--- src/rtl/spi_mon_pkg.sv ---
package spi_mon_pkg;

  typedef enum logic [2:0] {
    OP_RD_CTL  = 3'b000,
    OP_RD_BUF  = 3'b001,
    OP_WR_CTL  = 3'b010,
    OP_WR_BUF  = 3'b011,
    OP_BIT_SET = 3'b100,
    OP_BIT_CLR = 3'b101,
    OP_UNUSED  = 3'b110,
    OP_SYS_RST = 3'b111
  } op_e;

  localparam int FLAG_W  = 6;
  localparam int F_OPC   = 0;
  localparam int F_HDR   = 1;
  localparam int F_LEN   = 2;
  localparam int F_BANK  = 3;
  localparam int F_DUMMY = 4;
  localparam int F_RSVD  = 5;

  localparam logic [4:0] BANK_SEL_ADDR = 5'h1F;
  localparam logic [7:0] RD_BUF_HDR    = 8'h3A;
  localparam logic [7:0] WR_BUF_HDR    = 8'h7A;

  // Register class map, computed per bank
  function automatic logic is_mac_reg(input logic [1:0] bank, input logic [4:0] a);
    return ((bank == 2'd2) && (a <= 5'h19)) || ((bank == 2'd3) && (a <= 5'h05));
  endfunction

  function automatic logic is_rsvd_reg(input logic [1:0] bank, input logic [4:0] a);
    return (a == 5'h1A) || ((bank == 2'd3) && (a >= 5'h0F) && (a <= 5'h11));
  endfunction

endpackage

--- src/rtl/spi_mon_sync.sv ---
module spi_mon_sync #(
  parameter int               WIDTH   = 4,
  parameter int               STAGES  = 2,
  parameter logic [WIDTH-1:0] RST_VAL = '0
) (
  input  logic             clk,
  input  logic             rst,
  input  logic [WIDTH-1:0] d,
  output logic [WIDTH-1:0] q
);
  logic [WIDTH-1:0] stage [STAGES];

  for (genvar g = 0; g < STAGES; g++) begin : g_stage
    always_ff @(posedge clk) begin
      if (rst) stage[g] <= RST_VAL;
      else if (g == 0) stage[g] <= d;
      else stage[g] <= stage[(g == 0) ? 0 : g-1];
    end
  end

  assign q = stage[STAGES-1];
endmodule

--- src/rtl/spi_mon_deser.sv ---
module spi_mon_deser #(
  parameter int CNT_W = 17
) (
  input  logic             clk,
  input  logic             rst,
  input  logic             csn,
  input  logic             sck,
  input  logic             mosi,
  input  logic             miso,
  output logic             frame_done,
  output logic [CNT_W-1:0] byte_cnt,
  output logic [7:0]       hdr,
  output logic [7:0]       mosi1,
  output logic [7:0]       miso1,
  output logic [7:0]       miso2
);
  localparam logic [CNT_W-1:0] CNT_MAX = CNT_W'(1) << (CNT_W-1);

  logic       csn_d, sck_d, active;
  logic [2:0] bit_idx;
  logic [7:0] sh_mosi, sh_miso;
  logic [7:0] nxt_mosi, nxt_miso;
  logic       cs_fall, cs_rise, sck_rise;

  assign cs_fall  = csn_d & ~csn;
  assign cs_rise  = ~csn_d & csn;
  assign sck_rise = ~sck_d & sck;
  assign nxt_mosi = {sh_mosi[6:0], mosi};
  assign nxt_miso = {sh_miso[6:0], miso};

  always_ff @(posedge clk) begin
    if (rst) begin
      csn_d      <= 1'b1;
      sck_d      <= 1'b0;
      active     <= 1'b0;
      bit_idx    <= '0;
      sh_mosi    <= '0;
      sh_miso    <= '0;
      byte_cnt   <= '0;
      hdr        <= '0;
      mosi1      <= '0;
      miso1      <= '0;
      miso2      <= '0;
      frame_done <= 1'b0;
    end else begin
      csn_d      <= csn;
      sck_d      <= sck;
      frame_done <= 1'b0;
      if (cs_fall) begin
        active   <= 1'b1;
        bit_idx  <= '0;
        byte_cnt <= '0;
      end else if (cs_rise) begin
        active     <= 1'b0;
        frame_done <= active;
      end else if (active && !csn && sck_rise) begin
        sh_mosi <= nxt_mosi;
        sh_miso <= nxt_miso;
        bit_idx <= bit_idx + 3'd1;
        if (bit_idx == 3'd7) begin
          case (byte_cnt)
            CNT_W'(0): hdr <= nxt_mosi;
            CNT_W'(1): begin
              mosi1 <= nxt_mosi;
              miso1 <= nxt_miso;
            end
            CNT_W'(2): miso2 <= nxt_miso;
            default: ;
          endcase
          if (byte_cnt != CNT_MAX) byte_cnt <= byte_cnt + CNT_W'(1);
        end
      end
    end
  end

  p_done_pulse_r1: assert property (@(posedge clk) disable iff (rst)
    frame_done |=> !frame_done);
  p_cnt_bound_r3: assert property (@(posedge clk) disable iff (rst)
    byte_cnt <= CNT_MAX);
  p_new_frame_clears_r12: assert property (@(posedge clk) disable iff (rst)
    cs_fall |=> (byte_cnt == '0) && (bit_idx == '0));
endmodule

--- src/rtl/spi_mon_decode.sv ---
module spi_mon_decode
  import spi_mon_pkg::*;
#(
  parameter int LEN_W = 16,
  parameter int CNT_W = LEN_W + 1
) (
  input  logic              clk,
  input  logic              rst,
  input  logic              frame_done,
  input  logic [CNT_W-1:0]  byte_cnt,
  input  logic [7:0]        hdr,
  input  logic [7:0]        mosi1,
  input  logic [7:0]        miso1,
  input  logic [7:0]        miso2,
  output logic              rpt_valid,
  output logic [2:0]        rpt_op,
  output logic [4:0]        rpt_addr,
  output logic [1:0]        rpt_bank,
  output logic              rpt_bank_known,
  output logic [7:0]        rpt_data,
  output logic [LEN_W-1:0]  rpt_len,
  output logic [FLAG_W-1:0] rpt_flags
);
  logic [1:0]        bank_q, known_q, nbank, nknown;
  logic [FLAG_W-1:0] flags;
  logic [7:0]        data;
  logic [LEN_W-1:0]  len;
  logic [2:0]        op;
  logic [4:0]        addr;
  logic              bank_ok, reg_acc, n1, n2, n3, mac, rsvd;

  assign op      = hdr[7:5];
  assign addr    = hdr[4:0];
  assign bank_ok = &known_q;
  assign n1      = (byte_cnt == CNT_W'(1));
  assign n2      = (byte_cnt == CNT_W'(2));
  assign n3      = (byte_cnt == CNT_W'(3));
  assign mac     = is_mac_reg(bank_q, addr);
  assign rsvd    = is_rsvd_reg(bank_q, addr);

  always_comb begin
    flags   = '0;
    data    = '0;
    len     = '0;
    nbank   = bank_q;
    nknown  = known_q;
    reg_acc = 1'b0;
    case (op)
      OP_RD_CTL: begin
        if (!(n2 || n3)) flags[F_LEN] = 1'b1;
        else begin
          reg_acc = 1'b1;
          data    = n3 ? miso2 : miso1;
          if (bank_ok && (mac != n3)) flags[F_DUMMY] = 1'b1;
        end
      end
      OP_RD_BUF, OP_WR_BUF: begin
        if (hdr != ((op == OP_RD_BUF) ? RD_BUF_HDR : WR_BUF_HDR)) flags[F_HDR] = 1'b1;
        else len = LEN_W'(byte_cnt - CNT_W'(1));
      end
      OP_WR_CTL, OP_BIT_SET, OP_BIT_CLR: begin
        if (!n2) flags[F_LEN] = 1'b1;
        else begin
          reg_acc = 1'b1;
          data    = mosi1;
          if (addr == BANK_SEL_ADDR) begin
            if (op == OP_WR_CTL) begin
              nbank  = mosi1[1:0];
              nknown = 2'b11;
            end else begin
              for (int i = 0; i < 2; i++) begin
                if (mosi1[i]) begin
                  nbank[i]  = (op == OP_BIT_SET);
                  nknown[i] = 1'b1;
                end
              end
            end
          end
        end
      end
      OP_SYS_RST: begin
        if (!n1) flags[F_LEN] = 1'b1;
        else begin
          nbank  = 2'b00;
          nknown = 2'b11;
        end
      end
      default: flags[F_OPC] = 1'b1;
    endcase
    if (reg_acc) begin
      if (!bank_ok) flags[F_BANK] = 1'b1;
      else if (rsvd) flags[F_RSVD] = 1'b1;
    end
  end

  always_ff @(posedge clk) begin
    if (rst) begin
      bank_q         <= '0;
      known_q        <= '0;
      rpt_valid      <= 1'b0;
      rpt_op         <= '0;
      rpt_addr       <= '0;
      rpt_bank       <= '0;
      rpt_bank_known <= 1'b0;
      rpt_data       <= '0;
      rpt_len        <= '0;
      rpt_flags      <= '0;
    end else begin
      rpt_valid <= 1'b0;
      if (frame_done && (byte_cnt != '0)) begin
        rpt_valid      <= 1'b1;
        rpt_op         <= op;
        rpt_addr       <= addr;
        rpt_bank       <= bank_ok ? bank_q : 2'b00;
        rpt_bank_known <= bank_ok;
        rpt_data       <= data;
        rpt_len        <= len;
        rpt_flags      <= flags;
        bank_q         <= nbank;
        known_q        <= nknown;
      end
    end
  end

  p_valid_after_frame_r1: assert property (@(posedge clk) disable iff (rst)
    rpt_valid |-> $past(frame_done));
  p_valid_pulse_r1: assert property (@(posedge clk) disable iff (rst)
    rpt_valid |=> !rpt_valid);
  p_unknown_op_alone_r2: assert property (@(posedge clk) disable iff (rst)
    (rpt_valid && rpt_op == 3'b110) |-> (rpt_flags == FLAG_W'(1)));
  p_len_zero_r3: assert property (@(posedge clk) disable iff (rst)
    (rpt_valid && rpt_op != 3'b001 && rpt_op != 3'b011) |-> (rpt_len == '0));
  p_src_bank_r6: assert property (@(posedge clk) disable iff (rst)
    (rpt_valid && rpt_op == 3'b111 && !rpt_flags[F_LEN]) |-> (bank_q == 2'b00 && known_q == 2'b11));
  p_bank_unknown_r7: assert property (@(posedge clk) disable iff (rst)
    (rpt_valid && rpt_flags[F_BANK]) |-> !rpt_bank_known);
  p_len_err_keeps_bank_r4: assert property (@(posedge clk) disable iff (rst)
    (rpt_valid && rpt_flags[F_LEN]) |-> ($stable(bank_q) && $stable(known_q)));
endmodule

--- src/rtl/spi_cmd_monitor.sv ---
module spi_cmd_monitor
  import spi_mon_pkg::*;
#(
  parameter int LEN_W       = 16,
  parameter int SYNC_STAGES = 2
) (
  input  logic              clk,
  input  logic              rst,
  input  logic              spi_csn,
  input  logic              spi_sck,
  input  logic              spi_mosi,
  input  logic              spi_miso,
  output logic              rpt_valid,
  output logic [2:0]        rpt_op,
  output logic [4:0]        rpt_addr,
  output logic [1:0]        rpt_bank,
  output logic              rpt_bank_known,
  output logic [7:0]        rpt_data,
  output logic [LEN_W-1:0]  rpt_len,
  output logic [FLAG_W-1:0] rpt_flags
);
  localparam int CNT_W = LEN_W + 1;

  logic [3:0]       pins_s;
  logic             frame_done;
  logic [CNT_W-1:0] byte_cnt;
  logic [7:0]       hdr, mosi1, miso1, miso2;

  spi_mon_sync #(.WIDTH(4), .STAGES(SYNC_STAGES), .RST_VAL(4'b1000)) u_sync (
    .clk (clk),
    .rst (rst),
    .d   ({spi_csn, spi_sck, spi_mosi, spi_miso}),
    .q   (pins_s)
  );

  spi_mon_deser #(.CNT_W(CNT_W)) u_deser (
    .clk        (clk),
    .rst        (rst),
    .csn        (pins_s[3]),
    .sck        (pins_s[2]),
    .mosi       (pins_s[1]),
    .miso       (pins_s[0]),
    .frame_done (frame_done),
    .byte_cnt   (byte_cnt),
    .hdr        (hdr),
    .mosi1      (mosi1),
    .miso1      (miso1),
    .miso2      (miso2)
  );

  spi_mon_decode #(.LEN_W(LEN_W), .CNT_W(CNT_W)) u_decode (
    .clk            (clk),
    .rst            (rst),
    .frame_done     (frame_done),
    .byte_cnt       (byte_cnt),
    .hdr            (hdr),
    .mosi1          (mosi1),
    .miso1          (miso1),
    .miso2          (miso2),
    .rpt_valid      (rpt_valid),
    .rpt_op         (rpt_op),
    .rpt_addr       (rpt_addr),
    .rpt_bank       (rpt_bank),
    .rpt_bank_known (rpt_bank_known),
    .rpt_data       (rpt_data),
    .rpt_len        (rpt_len),
    .rpt_flags      (rpt_flags)
  );
endmodule

--- config.mk ---
export PLATFORM = sky130hd
export DESIGN_NAME = spi_cmd_monitor
export DESIGN_NICKNAME = d
export VERILOG_FILES = /design/src/rtl/spi_mon_pkg.sv /design/src/rtl/spi_mon_sync.sv /design/src/rtl/spi_mon_deser.sv /design/src/rtl/spi_mon_decode.sv /design/src/rtl/spi_cmd_monitor.sv
export SDC_FILE = /design/constraint.sdc
export NUM_CORES = 1
export LEC_CHECK = 0
export BUFFER_PORTS_ARGS = -buffer_cell sky130_fd_sc_hd__buf_2
export CORE_ASPECT_RATIO = 0.5
export CORE_MARGIN = 2
export CORE_UTILIZATION = 40
export DETAILED_ROUTE_END_ITERATION = 8
export MAX_ROUTING_LAYER = met4
export SLEW_MARGIN = 5
export SYNTH_ARGS = -nofsm -noshare
export SYNTH_HDL_FRONTEND = slang
export SYNTH_SLANG_ARGS = --single-unit
--- constraint.sdc ---
create_clock -name clk -period 2.7 [get_ports clk]
set_input_delay 0.27 -clock clk [delete_from_list [all_inputs] [get_ports clk]]
set_output_delay 0.27 -clock clk [all_outputs]
set_load 0.05 [all_outputs]
Word-level counts from Yosys, hierarchy flattened
Memory sizes are Yosys's and may differ from the RTL's.
Cells that the tools add are included.
{"block": "op_classes", "addsub": 3, "magnitude_cmp": 4, "eq_ne": 22, "mux": 48, "n_bitwise": 10, "n_reduce_logical": 31}
{"cell": "$eq A17 B2 Y1 const B", "n": 2}
{"cell": "$mux W16", "n": 2}
{"cell": "$mux W1", "n": 26}
{"cell": "$mux W8", "n": 3}
{"cell": "$mux W2", "n": 9}
{"cell": "$add A17 B1 Y17 const B", "n": 1}
{"cell": "$eq A17 B1 Y1 const B", "n": 1}
{"cell": "$logic_not A17 Y1", "n": 1}
{"cell": "$ne A17 B17 Y1 const B", "n": 1}
{"cell": "$reduce_bool A17 Y1", "n": 1}
{"cell": "$pmux W8 S2", "n": 1}
{"cell": "$sub A16 B1 Y16 const B", "n": 1}
{"cell": "$reduce_and A5 Y1", "n": 3}
{"cell": "$eq A3 B3 Y1 const B", "n": 4}
{"cell": "$reduce_and A6 Y1", "n": 2}
{"cell": "$eq A5 B5 Y1 const B", "n": 2}
{"cell": "$le A5 B5 Y1 const B", "n": 2}
{"cell": "$logic_and A1 B1 Y1", "n": 8}
{"cell": "$mux W4", "n": 2}
{"cell": "$ne A8 B8 Y1", "n": 1}
{"cell": "$pmux W2 S2", "n": 2}
{"cell": "$mux W7", "n": 1}
{"cell": "$reduce_or A7 Y1", "n": 1}
{"cell": "$eq A3 B2 Y1 const B", "n": 2}
{"cell": "other kinds (22)", "n": 39}
{"block": "totals", "reg_bits": 116, "ramBits": 8, "input_bits": 6, "out_inout_bits": 42, "word_cells": 143, "mem_count": 1}
{"memory": "u_sync.stage", "words": 2, "word_bits": 4, "read_ports": 2, "rd_clocked_by_memory_dff": 0, "write_ports": 2, "line": "spi_mon_sync.sv:11", "text": "logic [WIDTH-1:0] stage [STAGES];"}

Logic depth before layout (Yosys ltp)
{"block": "depth", "ltp_word": 8, "ltp_mapped": 10, "ltp_nobuf": 7}

Cells and area by module
Synthesis repeated with hierarchy kept, for this count alone.
{"block": "unflattened", "hier_cells": 672, "area_unflattened_um2": 5660.4}
{"mod": "spi_mon_deser", "n_inst": 1, "cells_each": 352, "area_each_um2": 2989.1, "seq_area_each_um2": 1401.3}
{"mod": "spi_mon_decode", "n_inst": 1, "cells_each": 304, "area_each_um2": 2461.1, "seq_area_each_um2": 920.9}
{"mod": "spi_mon_sync", "n_inst": 1, "cells_each": 16, "area_each_um2": 210.2, "seq_area_each_um2": 160.2}

Least setup slack after synthesis
No wires, ideal clock.
{"block": "synth_path", "path_type": "register to register", "startpoint": "register u_deser.byte_cnt[4]", "endpoint": "register u_decode.rpt_len[0]", "setup_ns": 0.132, "t_arrival_ns": 2.362, "t_required_ns": 2.568, "slack_ns": 0.206, "stages_incl_launch_ff": 11, "path_buffers": 5, "synth_period_minus_slack_ns": 2.494, "cell_sequence": "dfxtp_1 buf_6 or4_4 buf_6 or4_4 buf_6 o21a_1 buf_6 buf_2 nand3_1 a21oi_1"}
{"block": "synth_via", "elab_chain_cells": 2}
{"item": "from (decl)", "line": "spi_mon_deser.sv:11", "text": "output logic [CNT_W-1:0] byte_cnt,"}
{"item": "from (signal assigned)", "line": "spi_mon_deser.sv:70", "text": "if (byte_cnt != CNT_MAX) byte_cnt <= byte_cnt + CNT_W'(1);"}
{"item": "$reduce_bool A17 Y1", "line": "spi_mon_decode.sv:110", "text": "if (frame_done && (byte_cnt != '0)) begin"}
{"item": "$logic_and A1 B1 Y1", "line": "spi_mon_decode.sv:110"}
{"item": "to (signal assigned)", "line": "spi_mon_decode.sv:117", "text": "rpt_len <= len;"}
{"item": "to (decl)", "line": "spi_mon_decode.sv:21", "text": "output logic [LEN_W-1:0] rpt_len,"}
No other way between the ends.
A chain may end at the register's enable or synchronous reset.

Final worst setup path
{"block": "layout_path", "startpoint": "register u_deser.byte_cnt[6]", "endpoint": "register u_decode.rpt_data[4]"}
{"block": "layout_via", "elab_chain_cells": 4, "word_cells_on_any_way": 9, "classes_between": "eq/ne: 2; mux: 4; reduce/logical: 3"}
{"item": "$eq A17 B2 Y1, on equally long branches", "line": "spi_mon_decode.sv:37, spi_mon_decode.sv:36"}
{"item": "$mux W8 / $logic_or A1 B1 Y1 (equally long branches)", "line": "spi_mon_decode.sv:53, spi_mon_decode.sv:50"}
{"item": "$mux W8", "line": "spi_mon_decode.sv:50", "text": "if (!(n2 || n3)) flags[F_LEN] = 1'b1;"}
{"item": "$pmux W8 S2", "line": "spi_mon_decode.sv:48", "text": "case (op)"}
{"item": "to (signal assigned)", "line": "spi_mon_decode.sv:116", "text": "rpt_data <= data;"}
{"item": "to (decl)", "line": "spi_mon_decode.sv:20", "text": "output logic [7:0] rpt_data,"}
Several ways; a longest one is shown, not always the timed one.

==> summary.txt <==
Timing
  • Time the final worst path needs with I/O delays and setup: approximately 2.5 ns
  • Transition at the pin with the smallest max-transition slack: 0.754 ns
  • Post-Route Setup TNS: 0 ns
  • Worst hold-check slack: a little over 0.04 ns
  • Maximum frequency from static timing analysis: around 400 MHz
  • Unrepaired setup endpoints after global routing: no
  • Final Slew Violations: 0
  • Max-slew headroom: about half
  • Fin crit share: about 94%
  • Final clock skew: around 0.0068 ns
  • Setup violators final: 0
  • Final hold violation count: 0

Synthesis
  • Cell area after synthesis: roughly 5400 um^2
  • Share of synthesized area occupied by flip-flops and latches: 45.7%
  • Synth Flop Type: dfxtp_1
  • Distinct cell type count after synthesis: 58
  • Synth Warn #: 0
  • Number of flops mapped to enable cells by yosys: 0
  • Mean post-synth cell area: 8.67 um^2
  • Share of async-settable or async-resettable flops after synthesis: 0%
  • Synth Net Count: approximately 640
  • Gate Count Post-Synth: about 630
  • Number of synthesized register bits: between 100 and 150

Place
  • Port Buf Inserts: 47
  • Sum of net half-perimeters after detailed placement: 8.46 mm
  • Area of placed instances: about 5800 um^2
  • Routability cong.: 0.845

Status
  • Outcome: finished, final reports clean

Die
  • Chip width: around 170 um
  • Number of core rows: 30
  • Die extent in y: between 80 and 90 um
  • IO Count: 48
  • Core region area: between 10000 and 15000 um^2
  • Full die area: between 10000 and 15000 um^2
  • Initial cell density of the core: approximately two fifths

Finish
  • Commonest non-fill, non-tap cell in the layout: dfxtp_1
  • Synth-to-layout area growth: 17.5%
  • Layout cell share with drive strength beyond 1: roughly 18%
  • Diodes inserted: 0
  • Final core utilization: roughly 48%
  • Final standard cell area without fillers: 6390 um^2
  • Most used cells in the layout excluding fill and tap cells: dfxtp_1, nand2_1, a21oi_1
  • Nets@finish: 683

Clock tree
  • Number of buffers inserted by hold repair at cts: 0
  • Post-CTS Setup Bufs: 0
  • Clock insertion delay at the later pin of the skew report: approximately 0.41 ns
  • TritonCTS Buffers: 17
  • Cell chosen for the clock root: clkbuf_16
  • CTS tree: yes
  • Count of H-tree levels built during CTS: 4
  • Number of clock sinks: around 120
  • Clock transition at the registers of the reported paths: around 0.050 ns
  • Clock Tree Buf Depth: 2

Routing
  • Routed len/inst: approximately 15 um
  • Number of remaining DRC errors: 0
  • Iter 0 DRT Violations: ~290
  • Detailed Routing Iterations Pass 1: 4
  • WL final: 12.6 mm
  • Number of nets with antenna violations after routing: 0
  • Post-detailed-route via-to-cell ratio: ~5.2
  • Total via count in the routed design: roughly 4500

Worst setup path
  • Buf/Inv on CP: 1
  • List of cells traversed by the critical path: or4_4, or4_4, o21a_1, buf_4, nor2_8, o2bb2ai_1
  • Slowest stage cell on the critical path: or4_4
  • Cell class contributing the biggest share of worst-path delay: simple AND/OR/NAND/NOR gates
  • Highest net fanout along the worst path: 27
  • Largest stage delay on the critical path: 0.66 ns
  • Kind of critical path: reg2reg
  • Worst path depth: 6
  • Critical path data arrival time: around 2.9 ns
  • Cell depth of the worst flop-to-flop path: 6
  • Setup crit end kind: flip-flop
  • Critical path startpoint category: flip-flop
  • Required time of the worst setup path: between 3 and 4 ns
  • Most frequent cell on the critical path: or4_4

Min path
  • Tightest Hold Check Type: in2reg
  • Worst hold path stage count: 2

Global routing
  • Residual overflow from global routing: 0
  • First-pass GRT wire length: between 20 and 25 mm
  • Via count of the first global-routing pass: 4221
  • Initial antenna violation count: 0
  • GR Util All Layers: between 10% and 20%
  • Pin count of the biggest net entering global routing: between 80 and 90

Power and ir drop
  • Worst IR Drop VDD: between 0.3 and 0.4 mV
  • Static Leak: 2.53 nW
  • Power per cell area: 628 nW/um^2

Run
  • Count of max-cap constraint violations: 0
Yosys cell counts, types with 2 or more instances:
library cell  instances  share of area (%)
xnor2_1              10                1.6
nand2_1             113                7.8
and3_1                5               0.58
o311a_1               2               0.37
nand4_2               3               0.69
nand2b_1              4               0.46
o31ai_1               3               0.41
o22ai_1               2               0.23
a211oi_1              2               0.28
o21ai_0               3               0.28
nand3_1              25                2.3
nor4_1                7               0.81
buf_6                 5                1.0
a22oi_1               8                1.1
inv_1                 6               0.41
o21a_1                3               0.41
or3b_2                2               0.32
nor3_1               14                1.3
a31o_2                2               0.32
ha_1                  9                2.1
or3_1                 6               0.69
a21oi_1              63                5.8
mux2i_1              20                3.7
xor2_1               17                2.7
nand4_1               9                1.0
and3b_1               2               0.32
nor3b_1               3               0.41
o2bb2ai_2             2               0.55
clkbuf_1             30                2.1
dfxtp_1             124                 46
and4_1                3               0.48
nand3b_1              3               0.41
buf_2                 6               0.55
nor2b_1              10                1.2
or4_4                 2               0.41
nor2_1               48                3.3
a22o_1                9                1.5
buf_1                 2               0.14
or4_1                 4               0.55
or2_2                 7               0.81
o2bb2ai_1            12                1.9
worst reg2reg max path, stage by stage (launching register included):
cell       delay [ns]
dfxtp_1          0.36
or4_4            0.56
or4_4            0.66
o21a_1           0.22
buf_4            0.23
nor2_8           0.27
o2bb2ai_1        0.16
metrics by stage:
step	cells	power (mW)	worst slack [ns]
2_1_floorplan	627	1.92	0.206
3_3_place_gp	825	1.93	0.195
3_5_place_dp	825	1.93	0.152
4_1_cts	856	4.04	0.162
5_1_grt	856	4.15	0.0499
6_report	856	4.01	0.173
report_power, final:
| group | switching, mW | internal (mW) | total [mW] | leakage (nW) |
|---|---|---|---|---|
| clock | 0.817 | 1.30 | 2.12 | 0.260 |
| combinational | 0.0396 | 0.0148 | 0.0544 | 1.27 |
| sequential | 0.00298 | 1.84 | 1.84 | 1.00 |
logic make-up (layout without fill, tap and decap cells):
family / after synthesis / count (layout) / synth area share, %
multiplexers: 20 / 20 / 3.68
AND/OR/NAND/NOR: 277 / 277 / 25.3
adder cells (fa/ha/maj): 9 / 9 / 2.07
XOR/XNOR: 27 / 27 / 4.35
AO/OA/AOI/OAI: 118 / 118 / 14.2
buffers and inverters: 52 / 105 / 4.69
flip-flops: 124 / 124 / 45.7
metal layers:
layer | routed length [um] | GRT usage, % | share of wire (%)
met1 | 6290 | 25.0 | 50
met2 | 5630 | 28.5 | 45
met3 | 449 | 4.57 | 3.6
met4 | 188 | 6.97 | 1.5
met5 | 0 | - | 0
worst paths after layout:
check                           slack, ns                   end                start
worst max-delay path                 0.17  u_decode.rpt_data[4]  u_deser.byte_cnt[6]
worst min-delay path                 0.04    u_sync.stage[0][3]              spi_csn
worst max register to register       0.17  u_decode.rpt_data[4]  u_deser.byte_cnt[6]
worst min register to register       0.41    u_sync.stage[1][3]   u_sync.stage[0][3]
registers in the layout (all words and copies together), names as in the netlist, 2 cells and up:
signal,flops
u_deser.miso1,8
u_decode.bank_q,2
u_deser.bit_idx,3
u_sync.stage,8
u_deser.mosi1,8
u_decode.known_q,2
u_deser.byte_cnt,17
u_decode.rpt_bank,2
u_deser.hdr,8
u_decode.rpt_op,3
u_deser.sh_mosi,7
u_decode.rpt_len,16
u_deser.miso2,8
u_decode.rpt_flags,6
u_decode.rpt_addr,5
u_deser.sh_miso,7
u_decode.rpt_data,8
cell type report:
cell class	count	area [um^2]
multi-input combinational	451	2710
timing repair buffer	67	398
fill	1285	7010
clock buffer	20	457
tap	176	220
inverter	7	26.3
clock inverter	11	96.3
sequential	124	2480
repair_timing:
action / CTS / global route
gates resized for setup: 0 / 1
endpoints found under the hold margin: 0 / 0
setup endpoints to repair: 0 / 1
(Power assumes the default switching activity.)
